### src/rtl/flash_exec_pkg.sv
package flash_exec_pkg;

   typedef enum logic [1:0] {
      OPK_PROG      = 2'd0,
      OPK_BLK_ERASE = 2'd1,
      OPK_ALL_ERASE = 2'd2,
      OPK_NOP       = 2'd3
   } op_kind_e;

   typedef enum logic [2:0] {
      ST_READ  = 3'd0,
      ST_PROG  = 3'd1,
      ST_ERASE = 3'd2,
      ST_ABORT = 3'd3,
      ST_FAULT = 3'd4
   } eng_state_e;

   localparam int STB_DONE  = 0;
   localparam int STB_ERR   = 1;
   localparam int STB_RUN   = 2;
   localparam int STB_ABORT = 3;

   function automatic int max3(input int a, input int b, input int c);
      int m;
      m = (a > b) ? a : b;
      return (m > c) ? m : c;
   endfunction

endpackage

### src/rtl/flash_cycle_timer.sv
module flash_cycle_timer #(
   parameter int CNT_W = 6
) (
   input  logic             clk,
   input  logic             rst_n,
   input  logic             load,
   input  logic [CNT_W-1:0] load_val,
   output logic             last
);

   logic [CNT_W-1:0] cnt_q;

   always_ff @(posedge clk or negedge rst_n) begin
      if (!rst_n) begin
         cnt_q <= '0;
      end else if (load) begin
         cnt_q <= load_val;
      end else if (cnt_q != '0) begin
         cnt_q <= cnt_q - 1'b1;
      end
   end

   assign last = (cnt_q == CNT_W'(1));

endmodule

### src/rtl/flash_prot_gate.sv
module flash_prot_gate #(
   parameter int NUM_BLOCKS = 4,
   parameter int BLK_W      = 2
) (
   input  logic [NUM_BLOCKS-1:0] prot_mask,
   input  logic                  unprot_all,
   input  logic [BLK_W-1:0]      blk_sel,
   output logic [NUM_BLOCKS-1:0] open_mask,
   output logic                  sel_open
);

   for (genvar b = 0; b < NUM_BLOCKS; b++) begin : g_open
      assign open_mask[b] = unprot_all | ~prot_mask[b];
   end

   assign sel_open = open_mask[blk_sel];

endmodule

### src/rtl/flash_word_array.sv
module flash_word_array #(
   parameter int WORD_W        = 16,
   parameter int NUM_BLOCKS    = 4,
   parameter int WORDS_PER_BLK = 16,
   localparam int TOTAL        = NUM_BLOCKS * WORDS_PER_BLK,
   localparam int ADDR_W       = $clog2(TOTAL)
) (
   input  logic                  clk,
   input  logic                  rst_n,
   input  logic [ADDR_W-1:0]     rd_addr,
   output logic [WORD_W-1:0]     rd_word,
   input  logic [ADDR_W-1:0]     chk_addr,
   output logic [WORD_W-1:0]     chk_word,
   input  logic                  wr_en,
   input  logic [ADDR_W-1:0]     wr_addr,
   input  logic [WORD_W-1:0]     wr_word,
   input  logic [NUM_BLOCKS-1:0] fill_mask,
   input  logic [WORD_W-1:0]     fill_word
);

   logic [TOTAL*WORD_W-1:0] flat_bus;

   for (genvar b = 0; b < NUM_BLOCKS; b++) begin : g_blk
      logic [WORD_W-1:0] cells [WORDS_PER_BLK];

      always_ff @(posedge clk or negedge rst_n) begin
         if (!rst_n) begin
            for (int w = 0; w < WORDS_PER_BLK; w++) cells[w] <= '1;
         end else if (fill_mask[b]) begin
            for (int w = 0; w < WORDS_PER_BLK; w++) cells[w] <= fill_word;
         end else begin
            for (int w = 0; w < WORDS_PER_BLK; w++) begin
               if (wr_en && (wr_addr == ADDR_W'(b * WORDS_PER_BLK + w)))
                  cells[w] <= wr_word;
            end
         end
      end

      for (genvar w = 0; w < WORDS_PER_BLK; w++) begin : g_flat
         assign flat_bus[(b*WORDS_PER_BLK+w)*WORD_W +: WORD_W] = cells[w];
      end
   end

   assign rd_word  = flat_bus[rd_addr*WORD_W +: WORD_W];
   assign chk_word = flat_bus[chk_addr*WORD_W +: WORD_W];

endmodule

### src/rtl/flash_exec_engine.sv
module flash_exec_engine
   import flash_exec_pkg::*;
#(
   parameter int WORD_W        = 16,
   parameter int NUM_BLOCKS    = 4,
   parameter int WORDS_PER_BLK = 16,
   parameter int PROG_CYC      = 4,
   parameter int ERASE_CYC     = 24,
   parameter int ABORT_CYC     = 6,
   parameter logic [WORD_W-1:0] ABORT_FILL = '0,
   localparam int TOTAL  = NUM_BLOCKS * WORDS_PER_BLK,
   localparam int ADDR_W = $clog2(TOTAL),
   localparam int BLK_W  = $clog2(NUM_BLOCKS)
) (
   input  logic                  clk,
   input  logic                  rst_n,
   input  logic                  op_valid,
   input  logic [1:0]            op_kind,
   input  logic [ADDR_W-1:0]     op_addr,
   input  logic [WORD_W-1:0]     op_data,
   input  logic                  abort_req,
   input  logic [NUM_BLOCKS-1:0] prot_mask,
   input  logic                  unprot_all,
   input  logic [ADDR_W-1:0]     rd_addr,
   output logic [WORD_W-1:0]     rd_data,
   output logic                  busy_n,
   output logic                  status_vis,
   output logic                  st_done,
   output logic                  st_err
);

   localparam int MAX_CYC = max3(PROG_CYC, ERASE_CYC, ABORT_CYC);
   localparam int CNT_W   = $clog2(MAX_CYC + 1);

   // elaboration-time parameter checks
   if (NUM_BLOCKS < 2 || (1 << BLK_W) != NUM_BLOCKS) begin : g_bad_blocks
      $error("NUM_BLOCKS must be a power of two, at least 2");
   end
   if (WORDS_PER_BLK < 1 || (1 << $clog2(WORDS_PER_BLK)) != WORDS_PER_BLK) begin : g_bad_words
      $error("WORDS_PER_BLK must be a power of two");
   end
   if (WORD_W < 4) begin : g_bad_width
      $error("WORD_W must hold the four status bits");
   end
   if (PROG_CYC < 1 || ERASE_CYC < 1 || ABORT_CYC < 1) begin : g_bad_cyc
      $error("operation durations must be at least one cycle");
   end

   eng_state_e              state_q, state_d;
   logic [ADDR_W-1:0]       addr_q;
   logic [WORD_W-1:0]       data_q;
   logic [NUM_BLOCKS-1:0]   fill_q;
   logic                    done_q, err_q;

   op_kind_e                kind;
   logic [BLK_W-1:0]        req_blk;
   logic [NUM_BLOCKS-1:0]   open_mask;
   logic                    req_open;
   logic                    acc_prog, acc_blk, acc_all, accept;
   logic                    enter_abort;
   logic                    t_load, t_last;
   logic [CNT_W-1:0]        t_val;
   logic                    prog_fin, prog_bad, erase_fin, erase_cut;
   logic [WORD_W-1:0]       arr_word, chk_word, fill_word;
   logic [NUM_BLOCKS-1:0]   fill_now;
   logic [WORD_W-1:0]       status_w;

   assign kind    = op_kind_e'(op_kind);
   assign req_blk = op_addr[ADDR_W-1 -: BLK_W];

   flash_prot_gate #(
      .NUM_BLOCKS (NUM_BLOCKS),
      .BLK_W      (BLK_W)
   ) u_gate (
      .prot_mask  (prot_mask),
      .unprot_all (unprot_all),
      .blk_sel    (req_blk),
      .open_mask  (open_mask),
      .sel_open   (req_open)
   );

   always_comb begin
      logic idle_req;
      idle_req    = (state_q == ST_READ) && op_valid && !abort_req;
      acc_prog    = idle_req && (kind == OPK_PROG)      && req_open;
      acc_blk     = idle_req && (kind == OPK_BLK_ERASE) && req_open;
      acc_all     = idle_req && (kind == OPK_ALL_ERASE) && (|open_mask);
      accept      = acc_prog || acc_blk || acc_all;
      enter_abort = abort_req && ((state_q == ST_ERASE) || (state_q == ST_FAULT));
      t_load      = accept || enter_abort;
      if (enter_abort)   t_val = CNT_W'(ABORT_CYC);
      else if (acc_prog) t_val = CNT_W'(PROG_CYC);
      else               t_val = CNT_W'(ERASE_CYC);
   end

   flash_cycle_timer #(
      .CNT_W (CNT_W)
   ) u_timer (
      .clk      (clk),
      .rst_n    (rst_n),
      .load     (t_load),
      .load_val (t_val),
      .last     (t_last)
   );

   assign prog_fin  = (state_q == ST_PROG) && t_last;
   assign prog_bad  = |(data_q & ~chk_word);
   assign erase_cut = (state_q == ST_ERASE) && abort_req;
   assign erase_fin = (state_q == ST_ERASE) && t_last && !abort_req;
   assign fill_now  = (erase_fin || erase_cut) ? fill_q : '0;
   assign fill_word = erase_fin ? '1 : ABORT_FILL;

   flash_word_array #(
      .WORD_W        (WORD_W),
      .NUM_BLOCKS    (NUM_BLOCKS),
      .WORDS_PER_BLK (WORDS_PER_BLK)
   ) u_array (
      .clk       (clk),
      .rst_n     (rst_n),
      .rd_addr   (rd_addr),
      .rd_word   (arr_word),
      .chk_addr  (addr_q),
      .chk_word  (chk_word),
      .wr_en     (prog_fin),
      .wr_addr   (addr_q),
      .wr_word   (chk_word & data_q),
      .fill_mask (fill_now),
      .fill_word (fill_word)
   );

   always_comb begin
      state_d = state_q;
      unique case (state_q)
         ST_READ:  if (acc_prog) state_d = ST_PROG;
                   else if (acc_blk || acc_all) state_d = ST_ERASE;
         ST_PROG:  if (t_last) state_d = prog_bad ? ST_FAULT : ST_READ;
         ST_ERASE: if (abort_req) state_d = ST_ABORT;
                   else if (t_last) state_d = ST_READ;
         ST_ABORT: if (t_last) state_d = ST_READ;
         ST_FAULT: if (abort_req) state_d = ST_ABORT;
         default:  state_d = ST_READ;
      endcase
   end

   always_ff @(posedge clk or negedge rst_n) begin
      if (!rst_n) begin
         state_q <= ST_READ;
         addr_q  <= '0;
         data_q  <= '0;
         fill_q  <= '0;
         done_q  <= 1'b0;
         err_q   <= 1'b0;
      end else begin
         state_q <= state_d;
         if (accept) begin
            addr_q <= op_addr;
            data_q <= op_data;
            fill_q <= acc_all ? open_mask : (NUM_BLOCKS'(1) << req_blk);
         end
         if (accept || enter_abort || ((state_q == ST_READ) && abort_req))
            done_q <= 1'b0;
         else if ((prog_fin && !prog_bad) || erase_fin)
            done_q <= 1'b1;
         if (enter_abort)
            err_q <= 1'b0;
         else if (prog_fin && prog_bad)
            err_q <= 1'b1;
      end
   end

   always_comb begin
      status_w            = '0;
      status_w[STB_DONE]  = done_q;
      status_w[STB_ERR]   = err_q;
      status_w[STB_RUN]   = (state_q == ST_PROG) || (state_q == ST_ERASE);
      status_w[STB_ABORT] = (state_q == ST_ABORT);
   end

   assign busy_n     = (state_q == ST_READ);
   assign status_vis = (state_q != ST_READ);
   assign rd_data    = status_vis ? status_w : arr_word;
   assign st_done    = done_q;
   assign st_err     = err_q;

endmodule

### config.mk
export PLATFORM = sky130hd
export DESIGN_NAME = flash_exec_engine
export DESIGN_NICKNAME = d
export VERILOG_FILES = /design/src/rtl/flash_exec_pkg.sv /design/src/rtl/flash_cycle_timer.sv /design/src/rtl/flash_prot_gate.sv /design/src/rtl/flash_word_array.sv /design/src/rtl/flash_exec_engine.sv
export SDC_FILE = /design/constraint.sdc
export NUM_CORES = 2
export LEC_CHECK = 0
export BUFFER_PORTS_ARGS = -buffer_cell sky130_fd_sc_hd__buf_2
export CORE_UTILIZATION = 55
export CTS_BUF_LIST = sky130_fd_sc_hd__clkbuf_16
export CTS_CLUSTER_DIAMETER = 150
export DETAILED_ROUTE_END_ITERATION = 16
export HOLD_SLACK_MARGIN = 0.06
export PLACE_DENSITY = 0.74
export SYNTH_ARGS = -nofsm -noshare
export SYNTH_HDL_FRONTEND = slang
export SYNTH_SLANG_ARGS = --single-unit
### constraint.sdc
create_clock -name clk -period 2.7 [get_ports clk]
set_input_delay 0.135 -clock clk [delete_from_list [all_inputs] [get_ports clk]]
set_output_delay 0.135 -clock clk [all_outputs]
set_load 0.05 [all_outputs]
-- Word-level counts from Yosys, hierarchy flattened
Cells that the tools add are included.
- register bits: 1060
- add/subtract/negate cells: 1
- magnitude comparators: 1
- equal/unequal tests: 73
- shift operators: 3
- muxes and demuxes: 90
- bitwise logic cells: 11
- reduce and logical (&&, ||, !) cells: 166
- operators by type and width (cell ; number):
    $shiftx 1024x11->16 ; 2
    $mux 16 ; 66
    $mux 256 ; 4
    $eq 6x6->1 const B ; 32
    $reduce_bool 2->1 ; 67
    $eq 6x5->1 const B ; 16
    $logic_and 1x1->1 ; 80
    $eq 6x4->1 const B ; 8
    $and 16x16->16 ; 2
    $eq 6x3->1 const B ; 4
    $mux 3 ; 7
    $mux 5 ; 4
    $not 16->16 ; 1
    $reduce_or 16->1 ; 1
    $pmux 3 s5 ; 1
    $eq 6x2->1 const B ; 2
    $logic_or 1x1->1 ; 9
    $mux 4 ; 2
    $eq 3x2->1 const B ; 2
    $eq 6x1->1 const B ; 1
    $logic_not 6->1 ; 1
    $eq 5x1->1 const B ; 1
    $mux 1 ; 5
    $reduce_bool 5->1 ; 1
    other kinds (18) ; 26

-- Depth between registers and ports, before layout
- word-level depth: 10
- mapped depth: 15
- mapped depth without buffers: 9

-- By module
Synthesis repeated with hierarchy kept, for this count alone.
- cell total of the unflattened synthesis: 4889
- area, all modules: 56476.7 sq um
- modules (own cells, without submodules) (module ; instances ; cells an instance ; area an instance (sq um)):
    flash_word_array ; 1 ; 4671 ; 54224.5
    flash_exec_engine ; 1 ; 184 ; 1901.8
    flash_cycle_timer ; 1 ; 29 ; 302.8
    flash_prot_gate ; 1 ; 5 ; 47.5

-- Worst setup path after synthesis
OpenSTA, ideal clock, no wires.
- kind: input to output
- start point: in rd_addr[0]
- end point: out rd_data[1]
- arrival time: 3126 ps
- data required time: 2565 ps
- slack: -561 ps
- stages on the path: 8
- path buffers: 3
- path through: clkbuf_1 -> buf_2 -> buf_1 -> mux4_2 -> mux4_2 -> mux4_2 -> nand2_1 -> o21ai_0
- word-level cells in the longest chain between the ends: 2
- RTL lines (item ; RTL line ; RTL):
    start: declaration ; flash_exec_engine.sv:24 ; input logic [ADDR_W-1:0] rd_addr,
    $shiftx 1024x11->16 ; flash_word_array.sv:44 ; assign rd_word = flat_bus[rd_addr*WORD_W +: WORD_W];
    $mux 16 ; flash_exec_engine.sv:181 ; assign rd_data = status_vis ? status_w : arr_word;
    end: declaration ; flash_exec_engine.sv:25 ; output logic [WORD_W-1:0] rd_data,
No other way between the ends.

-- Worst setup path in the final report
- start point: reg u_array.g_blk[1].cells (netlist bit u_array.flat_bus[302])
- end point: out rd_data[14]
- word-level cells in the longest chain between the ends: 2
- RTL lines (item ; RTL line ; RTL):
    start: declaration ; flash_word_array.sv:24 ; logic [WORD_W-1:0] cells [WORDS_PER_BLK];
    start signal: indexed assignment ; flash_word_array.sv:34 ; cells[w] <= wr_word;
    $shiftx 1024x11->16 ; flash_word_array.sv:44 ;
    $mux 16 ; flash_exec_engine.sv:181 ;
No other way between the ends.

==> flow_metrics.tcl <==
set metrics [dict create \
    ctsLongestPathBuffers 3 \
    r2r_slack_ns -0.62 \
    nNetsFinal 4876 \
    hold_end "u_timer.cnt_q[1]" \
    period_share 1.238 \
    place_inst 6030 \
    total_leakage_power_uw 0.02945 \
    power_density_nw_per_um2 1514 \
    finalSetupViolations 1043 \
    place_area_um2 67970 \
    drive_above_1_share 0.7495 \
    io_pins 59 \
    async_flop_share 1.000 \
    r2r.worst_path.cells 14 \
    synth_fp_nets 4239 \
    post-synth-top-count-cell "dfstp_2" \
    r2r_end "st_err" \
    netlist_area_um2 59510 \
    tritoncts "built" \
    fin_setup_tns_ns -464.51 \
    fill_cells 7063 \
    crit_arrival_ns 3.21 \
    ys_top_cells_by_count "dfstp_2, mux2_2, mux4_2, mux2i_1, nor2_1" \
    grt_usage 0.3976 \
    crit_path_start_kind "flip-flop" \
    avgSynthCellArea_um2 14.18 \
    post-route-min-period_ns 3.342 \
    drv_slew 0 \
    status "complete, but fails checks" \
    die_h_um 330.9 \
    areaGrowthSynthToFinish_pct 24.90 \
    slowest_stage "mux4_2" \
    start_util 0.5551 \
    gp_congestion 1.067 \
    r2r-start "addr_q[1]" \
    wl_per_cell_um 34.14 \
    grt_overflow 0 \
    remaining_drc_errors 0 \
    drv_cap 0 \
    seq_area_frac_synth 0.4673 \
    antenna_found_initial 22 \
    yosysWarningCount 0 \
    via_per_inst 7.055 \
    synth_cell_types 91 \
    min_path_type "input pin to flip-flop" \
    cp-end-kind "primary output" \
    dieArea_um2 109500 \
    min-delay-start "op_valid" \
    synth_edf_count 0 \
    dr.pass1.iters 8 \
    pre_cts_ws_ns -0.9382 \
    syn_inst 4198 \
    grt_max_degree 88 \
    die_width_um 330.9 \
    clock_skew_ns 0.03527 \
    final_hold_viol_count 0 \
    synth.largest_area_cell "dfstp_2" \
    cts_sinks 1060 \
    crit_path_max_fanout 2 \
    finalNonFillerCells 6340 \
    clock.fmax_ghz 0.2992 \
    ant_nets 0 \
    peakVddDrop_mv 0.9511 \
    crit_required_ns 2.57 \
    maxSlewHeadroom 0.4410 \
    wl_mm 216.5 \
    synth-seq-cells 1060 \
    hold_path_depth 6 \
    synth_area_leaders "dfstp_2, mux4_2, mux2_2" \
    crit_type "flip-flop to primary output" \
    root_buffer "clkbuf_16" \
    fin_area_um2 74330 \
    core_um2 107200 \
    crit_start "u_array.flat_bus[302]" \
    clkTransAtPathRegs_ns 0.07 \
    setup_slack_ns -0.6418 \
    hpwl_mm 147.0 \
    grt_pass1_vias 44820 \
    slowest_delay_ns 0.61 \
    clk_latency_ns 0.73 \
    port_buffers 58 \
    path_common_cell "mux4_2" \
    tightest_slew_ns 0.8385 \
    cp_cell_sequence "buf_4, mux4_2, mux4_2, mux4_2, and2_4, buf_6" \
    yosys_most_used_dff "dfstp_2" \
    dr_total_vias 44730 \
    num_rows 120 \
    rsz0062_at_grt "yes" \
    htreeDepth 3 \
    numCtsBuffers 114 \
    violations "setup timing" \
    synth.top_cell.area_share 0.4521 \
    dr.first_iter.drc_count 5635 \
    worst-path-buf-inv 2 \
    path_delay_family "multiplexers" \
    grt_pass1_wl_mm 313.6 \
]
[what timing repair did]
action	4_1_cts	5_1_grt
setup buffers	36	13
gates cloned	9	2
hold endpoints to repair	87	0
setup endpoints to repair	1043	1043
pin swaps	40	30
hold buffers	35	0
resized for setup	258	108
[metrics by stage]
step | util | total power [uW] | hold slack (ns)
floorplan | - | 63420 | -0.1606
global placement | 0.6341 | 87180 | 0.2570
detailed placement | 0.6341 | 88840 | 0.2616
CTS | 0.6879 | 108900 | 0.06244
global route | 0.6932 | 115600 | 0.1167
finish | 0.6933 | 112500 | 0.09163
[cells by family after synthesis]
kind of cell | Yosys count | share of synthesized area
XOR/XNOR | 4 | 0.0005888
flip-flops | 1060 | 0.4673
multiplexers | 1598 | 0.3883
AO/OA/AOI/OAI | 605 | 0.06648
adder cells (fa/ha/maj) | 2 | 0.0004204
buffers and inverters | 425 | 0.03740
AND/OR/NAND/NOR | 504 | 0.03959
[registers in the layout, indices dropped and copies added, names as in the netlist]
register	count
u_timer.cnt_q	5
st_err	1
u_array.flat_bus	1024
st_done	1
fill_q	4
data_q	16
state_q	3
addr_q	6
[layer usage]
metal	track usage	vias to the layer above	share of wire
met4	0.2455	16	0.073
met2	0.5849	2911	0.45
met3	0.1056	826	0.11
met5	0	-	0.00064
met1	0.5279	23450	0.37
li1	-	17530	-
[layout make-up]
cell class / count / area [um^2] / share of cell area
multi-input combinational: 2713 / 30860 / 0.4152
clock buffer: 117 / 2928 / 0.03939
timing repair buffer: 928 / 10110 / 0.1361
clock inverter: 95 / 760.7 / 0.01024
antenna: 6 / 15.01 / 0.0002020
inverter: 18 / 71.32 / 0.0009595
sequential: 1060 / 27820 / 0.3743
tap: 1403 / 1755 / 0.02362
[worst reg2reg max path, delay by kind of cell, from the launching register on]
family	cells	cell delay, ns
DFF	1	0.52
muxes	1	0.12
AOI/OAI and AO/OA	4	0.89
and+or+nand+nor	3	0.56
buffers and inverters	6	1.09
[worst max path at each step]
stage	end	slack, ns	depth (start not counted)
global route	state_q[2]	-0.67	13
finish	rd_data[14]	-0.64	6
global placement	u_array.flat_bus[307]	-0.92	11
CTS	rd_data[5]	-0.64	6
detailed placement	u_array.flat_bus[371]	-0.94	11
floorplan	rd_data[13]	0.004	7
[power by group]
group	leakage, uW	internal (uW)	switching [uW]
clock network	0.00190	8960	6730
registers	0.0112	28700	6340
logic	0.0164	30700	31100
[cell usage in the layout, fill, tap and decap left out, types with 31 or more instances in the layout]
cell,instances
inv_1,37
clkbuf_16,120
a31oi_1,101
buf_12,200
buf_2,40
a21oi_1,105
buf_4,554
dlygate4sd3_1,35
nand2_1,85
o21ai_2,67
dfrtp_1,31
mux4_2,470
mux2_2,834
mux2i_1,240
dfstp_2,1024
nor2_1,225
buf_6,70
a22oi_1,78
mux2_4,38
Power figures use the tool's default switching activity.
